==> config.mk <==
export PLATFORM = sky130hd
export DESIGN_NAME = rtc_bcd_clock
export DESIGN_NICKNAME = d
export VERILOG_FILES = /design/src/rtl/rtc_pkg.sv /design/src/rtl/rtc_prescaler.sv /design/src/rtl/rtc_calendar.sv /design/src/rtl/rtc_hostregs.sv /design/src/rtl/rtc_bcd_clock.sv
export SDC_FILE = /design/constraint.sdc
export NUM_CORES = 1
export LEC_CHECK = 0
export BUFFER_PORTS_ARGS = -buffer_cell sky130_fd_sc_hd__buf_2
export CORE_ASPECT_RATIO = 0.75
export CORE_UTILIZATION = 40
export CTS_BUF_LIST = sky130_fd_sc_hd__clkbuf_4 sky130_fd_sc_hd__clkbuf_8
export DETAILED_ROUTE_END_ITERATION = 16
export PLACE_DENSITY = 0.64
export SYNTH_ARGS = -nofsm -noshare
export SYNTH_HDL_FRONTEND = slang
export SYNTH_SLANG_ARGS = --single-unit
==> constraint.sdc <==
create_clock -name clk -period 7.3 [get_ports clk]
set_input_delay 0.73 -clock clk [delete_from_list [all_inputs] [get_ports clk]]
set_output_delay 0.73 -clock clk [all_outputs]
set_load 0.005 [all_outputs]
==> src/rtl/rtc_pkg.sv <==
package rtc_pkg;

    localparam int BUS_AW   = 4;
    localparam int BUS_DW   = 8;
    localparam int TRIM_W   = 16;
    localparam int NFIELDS  = 6;

    typedef enum logic [BUS_AW-1:0] {
        REG_SEC    = 4'd0,
        REG_MIN    = 4'd1,
        REG_HR     = 4'd2,
        REG_DAY    = 4'd3,
        REG_MON    = 4'd4,
        REG_YR     = 4'd5,
        REG_CTRL   = 4'd6,
        REG_TRIMLO = 4'd7,
        REG_TRIMHI = 4'd8
    } reg_addr_e;

    localparam int CTL_RUN  = 0;
    localparam int CTL_SNAP = 1;
    localparam int CTL_AUTO = 2;

    localparam logic [TRIM_W-1:0] TRIM_FORBIDDEN = 16'h7FFF;

    typedef struct packed {
        logic [7:0] sec;
        logic [7:0] min;
        logic [7:0] hr;
        logic [7:0] day;
        logic [7:0] mon;
        logic [7:0] yr;
    } bcd_time_t;

    localparam bcd_time_t TIME_RESET = '{sec: 8'h00, min: 8'h00, hr: 8'h00,
                                         day: 8'h01, mon: 8'h01, yr: 8'h00};

    function automatic logic [6:0] bcd2bin(input logic [7:0] b);
        return ({3'b000, b[7:4]} * 7'd10) + {3'b000, b[3:0]};
    endfunction

    function automatic logic [7:0] bcd_inc(input logic [7:0] b);
        if (b[3:0] == 4'd9)
            return {b[7:4] + 4'd1, 4'd0};
        return {b[7:4], b[3:0] + 4'd1};
    endfunction

    function automatic logic year_is_leap(input logic [7:0] yr_bcd);
        logic [6:0] yb;
        yb = bcd2bin(yr_bcd);
        return (yb[1:0] == 2'b00);
    endfunction

    function automatic logic [7:0] last_day(input logic [7:0] mon_bcd,
                                            input logic [7:0] yr_bcd);
        case (bcd2bin(mon_bcd))
            7'd2:                     return year_is_leap(yr_bcd) ? 8'h29 : 8'h28;
            7'd4, 7'd6, 7'd9, 7'd11:  return 8'h30;
            default:                  return 8'h31;
        endcase
    endfunction

endpackage

==> src/rtl/rtc_prescaler.sv <==
module rtc_prescaler
    import rtc_pkg::*;
#(
    parameter int PRE_BITS = 15
) (
    input  logic                     clk,
    input  logic                     rst,
    input  logic                     tick_en,
    input  logic                     run,
    input  logic                     clr,
    input  logic                     trim_fire,
    input  logic signed [TRIM_W-1:0] trim,
    output logic                     sec_pulse
);
    localparam int CNT_W = ((PRE_BITS > TRIM_W) ? PRE_BITS : TRIM_W) + 2;
    localparam logic signed [CNT_W-1:0] LIMIT = CNT_W'((1 << PRE_BITS) - 1);

    logic signed [CNT_W-1:0] cnt_q;
    logic signed [CNT_W-1:0] neg_trim;
    logic signed [CNT_W-1:0] reload;
    logic                    at_top;

    always_comb begin
        neg_trim = -{{(CNT_W-TRIM_W){trim[TRIM_W-1]}}, trim};
        reload   = (neg_trim > LIMIT) ? LIMIT : neg_trim;
    end

    assign at_top    = (cnt_q == LIMIT);
    assign sec_pulse = run && tick_en && at_top;

    always_ff @(posedge clk) begin
        if (rst || clr) begin
            cnt_q <= '0;
        end else if (run && tick_en) begin
            if (at_top)
                cnt_q <= trim_fire ? reload : '0;
            else
                cnt_q <= cnt_q + CNT_W'(1);
        end
    end


    cnt_bound_chk: assert property (@(posedge clk) disable iff (rst)
        cnt_q <= LIMIT);

endmodule

==> src/rtl/rtc_calendar.sv <==
module rtc_calendar
    import rtc_pkg::*;
(
    input  logic       clk,
    input  logic       rst,
    input  logic       sec_pulse,
    input  logic       ld_en,
    input  logic [2:0] ld_idx,
    input  logic [7:0] ld_data,
    output bcd_time_t  live
);
    bcd_time_t cur_q;
    bcd_time_t nxt;
    logic [7:0] dim;

    always_comb begin
        nxt = cur_q;
        dim = last_day(cur_q.mon, cur_q.yr);
        if (cur_q.sec == 8'h59) begin
            nxt.sec = 8'h00;
            if (cur_q.min == 8'h59) begin
                nxt.min = 8'h00;
                if (cur_q.hr == 8'h23) begin
                    nxt.hr = 8'h00;
                    if (cur_q.day == dim) begin
                        nxt.day = 8'h01;
                        if (cur_q.mon == 8'h12) begin
                            nxt.mon = 8'h01;
                            nxt.yr  = (cur_q.yr == 8'h99) ? 8'h00 : bcd_inc(cur_q.yr);
                        end else begin
                            nxt.mon = bcd_inc(cur_q.mon);
                        end
                    end else begin
                        nxt.day = bcd_inc(cur_q.day);
                    end
                end else begin
                    nxt.hr = bcd_inc(cur_q.hr);
                end
            end else begin
                nxt.min = bcd_inc(cur_q.min);
            end
        end else begin
            nxt.sec = bcd_inc(cur_q.sec);
        end
    end

    always_ff @(posedge clk) begin
        if (rst) begin
            cur_q <= TIME_RESET;
        end else if (ld_en) begin
            case (ld_idx)
                3'd0:    cur_q.sec <= ld_data;
                3'd1:    cur_q.min <= ld_data;
                3'd2:    cur_q.hr  <= ld_data;
                3'd3:    cur_q.day <= ld_data;
                3'd4:    cur_q.mon <= ld_data;
                default: cur_q.yr  <= ld_data;
            endcase
        end else if (sec_pulse) begin
            cur_q <= nxt;
        end
    end

    assign live = cur_q;


    sec_range_chk: assert property (@(posedge clk) disable iff (rst)
        $past(sec_pulse) && $past(cur_q.sec) == 8'h59 && !$past(ld_en) |-> cur_q.sec == 8'h00);


    day_wrap_chk: assert property (@(posedge clk) disable iff (rst)
        $past(sec_pulse) && !$past(ld_en) && $past(cur_q.day) != cur_q.day |->
            cur_q.day == 8'h01 || cur_q.day == bcd_inc($past(cur_q.day)));

endmodule

==> src/rtl/rtc_hostregs.sv <==
module rtc_hostregs
    import rtc_pkg::*;
(
    input  logic                     clk,
    input  logic                     rst,
    input  logic [BUS_AW-1:0]        bus_addr,
    input  logic                     bus_wr,
    input  logic [BUS_DW-1:0]        bus_wdata,
    input  bcd_time_t                live,
    output logic                     run,
    output logic                     auto_trim,
    output logic signed [TRIM_W-1:0] trim,
    output logic                     ld_en,
    output logic [2:0]               ld_idx,
    output logic [BUS_DW-1:0]        ld_data,
    output logic [BUS_DW-1:0]        bus_rdata
);
    logic                 run_q;
    logic                 auto_q;
    bcd_time_t            copy_q;
    logic [BUS_DW-1:0]    lo_stage_q;
    logic [TRIM_W-1:0]    trim_q;
    logic [TRIM_W-1:0]    trim_cand;
    logic                 wr_ctrl, wr_lo, wr_hi;

    assign wr_ctrl   = bus_wr && (bus_addr == REG_CTRL);
    assign wr_lo     = bus_wr && (bus_addr == REG_TRIMLO);
    assign wr_hi     = bus_wr && (bus_addr == REG_TRIMHI);
    assign trim_cand = {bus_wdata, lo_stage_q};

    always_ff @(posedge clk) begin
        if (rst) begin
            run_q      <= 1'b0;
            auto_q     <= 1'b0;
            copy_q     <= TIME_RESET;
            lo_stage_q <= '0;
            trim_q     <= '0;
        end else begin
            if (wr_ctrl) begin
                run_q  <= bus_wdata[CTL_RUN];
                auto_q <= bus_wdata[CTL_AUTO];
                if (bus_wdata[CTL_SNAP])
                    copy_q <= live;
            end
            if (wr_lo)
                lo_stage_q <= bus_wdata;
            if (wr_hi && trim_cand != TRIM_FORBIDDEN)
                trim_q <= trim_cand;
        end
    end

    assign run       = run_q;
    assign auto_trim = auto_q;
    assign trim      = trim_q;
    assign ld_en     = bus_wr && (bus_addr <= REG_YR) && !run_q;
    assign ld_idx    = bus_addr[2:0];
    assign ld_data   = bus_wdata;

    always_comb begin
        case (bus_addr)
            REG_SEC:    bus_rdata = copy_q.sec;
            REG_MIN:    bus_rdata = copy_q.min;
            REG_HR:     bus_rdata = copy_q.hr;
            REG_DAY:    bus_rdata = copy_q.day;
            REG_MON:    bus_rdata = copy_q.mon;
            REG_YR:     bus_rdata = copy_q.yr;
            REG_CTRL:   bus_rdata = {5'b00000, auto_q, 1'b0, run_q};
            REG_TRIMLO: bus_rdata = trim_q[7:0];
            REG_TRIMHI: bus_rdata = trim_q[15:8];
            default:    bus_rdata = '0;
        endcase
    end


    trim_legal_chk: assert property (@(posedge clk) disable iff (rst)
        trim_q != TRIM_FORBIDDEN);


    copy_hold_chk: assert property (@(posedge clk) disable iff (rst)
        !(wr_ctrl && bus_wdata[CTL_SNAP]) |=> $stable(copy_q));

endmodule

==> src/rtl/rtc_bcd_clock.sv <==
module rtc_bcd_clock
    import rtc_pkg::*;
#(
    parameter int PRE_BITS = 15
) (
    input  logic              clk,
    input  logic              rst,
    input  logic              tick_en,
    input  logic [3:0]        bus_addr,
    input  logic              bus_wr,
    input  logic [7:0]        bus_wdata,
    output logic [7:0]        bus_rdata
);
    bcd_time_t                live;
    logic                     run, auto_trim, sec_pulse, trim_fire;
    logic signed [TRIM_W-1:0] trim;
    logic                     ld_en;
    logic [2:0]               ld_idx;
    logic [7:0]               ld_data;

    rtc_hostregs u_regs (
        .clk       (clk),
        .rst       (rst),
        .bus_addr  (bus_addr),
        .bus_wr    (bus_wr),
        .bus_wdata (bus_wdata),
        .live      (live),
        .run       (run),
        .auto_trim (auto_trim),
        .trim      (trim),
        .ld_en     (ld_en),
        .ld_idx    (ld_idx),
        .ld_data   (ld_data),
        .bus_rdata (bus_rdata)
    );

    assign trim_fire = auto_trim && (live.min == 8'h00) && (live.sec == 8'h00);

    rtc_prescaler #(.PRE_BITS(PRE_BITS)) u_pre (
        .clk       (clk),
        .rst       (rst),
        .tick_en   (tick_en),
        .run       (run),
        .clr       (ld_en),
        .trim_fire (trim_fire),
        .trim      (trim),
        .sec_pulse (sec_pulse)
    );

    rtc_calendar u_cal (
        .clk       (clk),
        .rst       (rst),
        .sec_pulse (sec_pulse),
        .ld_en     (ld_en),
        .ld_idx    (ld_idx),
        .ld_data   (ld_data),
        .live      (live)
    );


    stop_hold_chk: assert property (@(posedge clk) disable iff (rst)
        !run && !ld_en |=> $stable(live));

endmodule

# After elaboration in Yosys (flattened, before gate mapping)
# Index checks and enable logic that the tools add are counted.
[totals] word_cells=187 inputBits=16 reg_bits=140 out_inout_bits=8
[op_classes] mul=2 n_eq_ne=37 n_reduce_logical=44 mux=63 add_sub_neg=16 magnitude_cmp=2
[ops] op="$mux W8" n=25
[ops] op="$mux W48" n=2
[ops] op="$pmux W8 S9" n=1
[ops] op="$mux W18" n=3
[ops] op="$add A4 B1 Y4 const B" n=12
[ops] op="$mux W40" n=1
[ops] op="$mux W32" n=1
[ops] op="$eq A4 B4 Y1 const B" n=7
[ops] op="$mux W1" n=27
[ops] op="$mux W24" n=1
[ops] op="$add A18 B2 Y18 const B" n=1
[ops] op="$eq A18 B16 Y1 const B" n=1
[ops] op="$gt A18 B16 Y1 const B" n=1
[ops] op="$neg A18 Y18" n=1
[ops] op="$reduce_bool A3 Y1" n=6
[ops] op="$eq A4 B3 Y1 const B" n=4
[ops] op="$eq A8 B7 Y1 const B" n=2
[ops] op="$logic_not A8 Y1" n=2
[ops] op="$mux W16" n=1
[ops] op="$ne A16 B15 Y1 const B" n=1
[ops] op="$pmux W8 S2" n=1
[ops] op="$eq A7 B3 Y1 const B" n=2
[ops] op="$eq A7 B4 Y1 const B" n=2
[ops] op="$reduce_and A7 Y1" n=2
[ops] op="other kinds (32)" n=57

# Logic depth before layout (Yosys ltp)
[logic_depth] depth_word=19 ltp_mapped=13 depth_no_buf=12

# By module
# A second synthesis with hierarchy kept.
[unflattened] cells_unflattened=1045 area_unflattened_um2=8583.2
[modules_own_cells] module="rtc_hostregs" seq_area_each_um2=1481.4 area_per_inst_um2=3558.4 instances=1 cells_each=411
[modules_own_cells] module="rtc_calendar" seq_area_each_um2=960.9 area_per_inst_um2=3537.1 instances=1 cells_each=443
[modules_own_cells] module="rtc_prescaler" seq_area_each_um2=360.3 area_per_inst_um2=1425.1 instances=1 cells_each=185
[modules_own_cells] module="rtc_bcd_clock" seq_area_each_um2=0.0 area_per_inst_um2=62.6 instances=1 cells_each=6

# Least setup slack after synthesis
# OpenSTA, ideal clock, no wires.
[synth_timing] path_kind="reg2reg" start="register u_cal.cur_q (netlist bit u_cal.live[13])" end="register u_cal.cur_q (netlist bit u_cal.live[18])" arrival_ps=3165 period_less_slack_ps=3282 path_slack_ps=4018 setup_ps=117 path_stages_with_launch=14 path_cell_list="dfxtp_1 ha_1 ha_1 inv_1 fa_1 nor4bb_1 a211o_1 a21oi_1 nor3_1 mux2_2 o21ai_1 buf_2 o21ai_0 a32o_1"
[synth_via] elab_chain_cells=12
[synth_rtl] element="from (decl)" line_no="rtc_calendar.sv:12" rtl="bcd_time_t cur_q;"
[synth_rtl] element="from (signal assigned)" line_no="rtc_calendar.sv:60" rtl="cur_q <= nxt;"
[synth_rtl] element="$mul A4 B3 Y6 (*)" line_no="rtc_pkg.sv:39" rtl="return ({3'b000, b[7:4]} * 7'd10) + {3'b000, b[3:0]};"
[synth_rtl] element="$add A7 B4 Y7 (*)" line_no="rtc_pkg.sv:39"
[synth_rtl] element="$eq A7 B3 Y1 or $eq A7 B4 Y1 (tied branches)" line_no="rtc_pkg.sv:56" rtl="case (bcd2bin(mon_bcd))"
[synth_rtl] element="$reduce_or A4 Y1" line_no="rtc_pkg.sv:56"
[synth_rtl] element="$pmux W8 S2 (*)" line_no="rtc_pkg.sv:56"
[synth_rtl] element="$eq A8 B8 Y1 (*)" line_no="rtc_calendar.sv:25" rtl="if (cur_q.day == dim) begin"
[synth_rtl] element="$mux W8 (*)" line_no="rtc_calendar.sv:25"
[synth_rtl] element="$mux W24 (*)" line_no="rtc_calendar.sv:23" rtl="if (cur_q.hr == 8'h23) begin"
[synth_rtl] element="$mux W32 (*)" line_no="rtc_calendar.sv:21" rtl="if (cur_q.min == 8'h59) begin"
[synth_rtl] element="$mux W40 (*)" line_no="rtc_calendar.sv:19" rtl="if (cur_q.sec == 8'h59) begin"
[synth_rtl] element="$mux W48 (*)" line_no="rtc_calendar.sv:59" rtl="end else if (sec_pulse) begin"
[synth_rtl] element="$mux W48 (*)" line_no="rtc_calendar.sv:50" rtl="end else if (ld_en) begin"
# Every way passes the cells marked *; elsewhere a longest branch is shown, timed or not. The select of a mux whose other input is x is not followed.
# A chain may end at the register's enable or synchronous reset.

# Worst setup path in the final report
# Same ends and word-level chain as after synthesis.

==> run metrics <==
fin cells 1,314; Antenna Nets Post-Route 0; all-layer global routing usage 24.6%; pre-CTS setup slack 3.41 ns; CTS tree done; setup TNS 0 ns; fraction of layout cells with a size suffix above 1 7.82%; Final HPWL DP 17,900 um; status completed; DRC viols 0; CP Class reg2reg; port bufs 23; Worst-path clk slew 0.09 ns; static leakage 3.07 nW; chip width 167 um; Worst-Margin Slew 0.911 ns; clock latency on the worst-skew pair 0.47 ns; Root Driver clkbuf_8; Max Slew Vio Count 0; CP Data Required Time 7.67 ns; area grow syn2layout 7.96%; synthesized area per cell 7.72 um2; CP top delay family compound AO/OA/AOI/OAI gates; register area share after synthesis 34.2%; number of synthesized register bits 140; core footprint 19,700 um2; worst r2r path cells 12; Worst setup SP type register; initial DRC count 947; hold path depth 2; H-tree lvl count 4; I/O pin total 24; number of vias per cell 6.04; Post-Synth Simple-Gate Area 25.4%; launching point of the worst reg2reg path u_cal.live[13]; FF-to-FF setup slack 3.36 ns; diode count 0; Placer Congestion 0.900; adder-cell share of the synthesized area 5.07%; EDFF count, synth 0; Hold Crit Class reg2reg; pin count of the biggest net entering global routing 62; Yosys cell types 77; hold worst-path end u_regs.copy_q[33]; Synth async-reset ratio 0%; GRT overflow 0; Post-CTS Setup Inserts 0; clk buf depth 2; first drt pass iteration count 5; post-synthesis xor/xnor area fraction 1.71%; mux cell area share after synthesis 5.50%; Max Cap Viol 0; worst vdd ir 0.0879 mV; Multi-input gate area 5040 um2; Die ar. 21,100 um2; Final nets 1,096; Initial Utilization 41.5%; Num CTS Buffers 17; max incr delay on CP 0.70 ns; most frequent cells in the layout nand2_1, dfxtp_1, a21oi_1, nor2_1, o21ai_0; cell mode on critical path ha_1; CP cell instances ha_1 > ha_1 > inv_1 > fa_1 > nor4bb_1 > a211o_1 > a21oi_1 > nor3_1 > mux2_2 > o21ai_1 > o21ai_0 > a32o_1; Final Cell Area 8840 um2; Worst Setup End Kind register; antenna violations before repair 0; fillers 2,005; largest family of logic cells by synthesized area simple AND/OR/NAND/NOR gates; syn nets 1,108; placed cells 1,282; final total power 1.51 mW; Compound-Gate Fraction of Synth Area 23.7%; clock skew 0.0144 ns; fmax 0.254 GHz; Hold Fails Final Rpt 0; most common cell after layout, fill and taps aside nand2_1; relative slew slack 39.1%; HP Start u_regs.copy_q[33]; Critical Path Fanout Max 12; Sequential Area 2800 um2; Post-DP Area 8460 um2; Slowest-stage cell, CP o21ai_1; hold buffers post-CTS 0; Final period util 53.9%; # setup viols final 0; YS warnings 0; post_cts resized 0; die height 126 um; Most used DFF post-synth dfxtp_1; worst path arrival time 4.31 ns; CTS sink cnt 140; vias in the first global route 7,116; power per cell area 170 nW/um2; setup ws final 3.36 ns; worst r2r dst u_cal.live[18]; mapped cell area 8190 um2; vias 7,932; final wirelength 25,400 um; RSZ-0062 raised after global routing false; first-pass GRT wire length 40,100 um; WL/cell 19.3 um; min Tclk post-route 3.94 ns; num rows 44; Buf/Inv on CP 1; Cells after Synth 1,060
state kept, by name (all words and copies together), names as in the netlist:
name / cells
u_regs.trim: 16
u_regs.auto_trim: 1
u_pre.cnt_q: 18
u_cal.live: 48
u_regs.copy_q: 48
u_regs.lo_stage_q: 8
u_regs.run: 1
worst max path at each step:
stage | start | endpoint | slack (ns) | cells past startpoint
floorplan | u_cal.live[13] | u_cal.live[18] | 4.02 | 13
finish | u_cal.live[13] | u_cal.live[18] | 3.36 | 12
global placement | u_cal.live[13] | u_cal.live[18] | 3.50 | 12
CTS | u_cal.live[13] | u_cal.live[18] | 3.40 | 12
global route | u_cal.live[12] | u_cal.live[18] | 3.10 | 12
detailed placement | u_cal.live[13] | u_cal.live[18] | 3.41 | 12
worst min-delay path, cell delays in order, from the launching register on:
cell     delay [ns]
dfxtp_1        0.31
nand2_1        0.05
a21oi_1        0.05
cell usage after synthesis, drive strengths merged, types with 4 or more instances:
| library cell | n | share of area, % |
|---|---|---|
| nor2b | 12 | 0.92 |
| inv | 27 | 1.2 |
| a311oi | 7 | 0.75 |
| nand2 | 173 | 7.9 |
| a22oi | 22 | 2.0 |
| or4 | 5 | 0.50 |
| a21oi | 103 | 6.3 |
| and3 | 13 | 0.99 |
| nand4 | 10 | 0.95 |
| mux2i | 36 | 4.4 |
| o211a | 5 | 0.61 |
| xor2 | 5 | 0.53 |
| o21ai | 61 | 3.7 |
| o31ai | 18 | 1.9 |
| nand3 | 53 | 3.3 |
| nor4b | 5 | 0.53 |
| o32ai | 4 | 0.43 |
| nor3b | 9 | 0.83 |
| nand3b | 8 | 0.73 |
| xnor2 | 11 | 1.2 |
| a31oi | 7 | 0.53 |
| nor3 | 17 | 1.0 |
| o211ai | 16 | 1.5 |
| ha | 30 | 4.6 |
| and2 | 6 | 0.46 |
| nand2b | 10 | 0.76 |
| mux2 | 6 | 0.83 |
| buf | 13 | 0.70 |
| o21a | 4 | 0.37 |
| a211oi | 12 | 1.1 |
| nor2 | 87 | 4.0 |
| clkbuf | 51 | 2.4 |
| a221oi | 4 | 0.43 |
| o22ai | 9 | 0.69 |
| nor4 | 4 | 0.31 |
| dfxtp | 140 | 34 |
| or3 | 7 | 0.53 |
kinds of logic after synthesis:
family          Yosys count
mux                      43
xor+xnor                 16
simple gates            434
compound gates          303
flops                   140
fa+ha+maj                32
buf+inv                  92
power breakdown:
part / total [mW] / switching (mW) / internal, mW
Sequential: 0.777 / 0.00906 / 0.768
Combinational: 0.103 / 0.0750 / 0.0283
Clock: 0.625 / 0.341 / 0.284
Total: 1.51 / 0.425 / 1.08
per-stage QoR:
stage          utilization [%]  hold slack (ns)
4_1_cts                   44.9            0.459
2_1_floorplan                -            0.430
3_5_place_dp              42.9            0.447
3_3_place_gp              42.9            0.443
5_1_grt                   44.9            0.485
6_report                  44.9            0.459
layer usage:
layer / vias up / GRT usage, % / part of all wire (%)
met1: 3777 / 36.3 / 49
met4: 0 / 6.58 / 1.5
met5: - / 0 / 0
met3: 37 / 6.69 / 8.9
met2: 294 / 34.7 / 41
li1: 3824 / - / -
final cells by class:
| type | count | share of cell area [%] |
|---|---|---|
| clock inverters | 14 | 1.50 |
| clock buffers | 18 | 2.80 |
| repair buffers | 33 | 2.18 |
| multi-input cells | 828 | 57.0 |
| flip-flops and latches | 140 | 31.7 |
| well taps | 253 | 3.58 |
| inverters | 28 | 1.19 |
No activity file was read; power rests on OpenSTA's default activity.
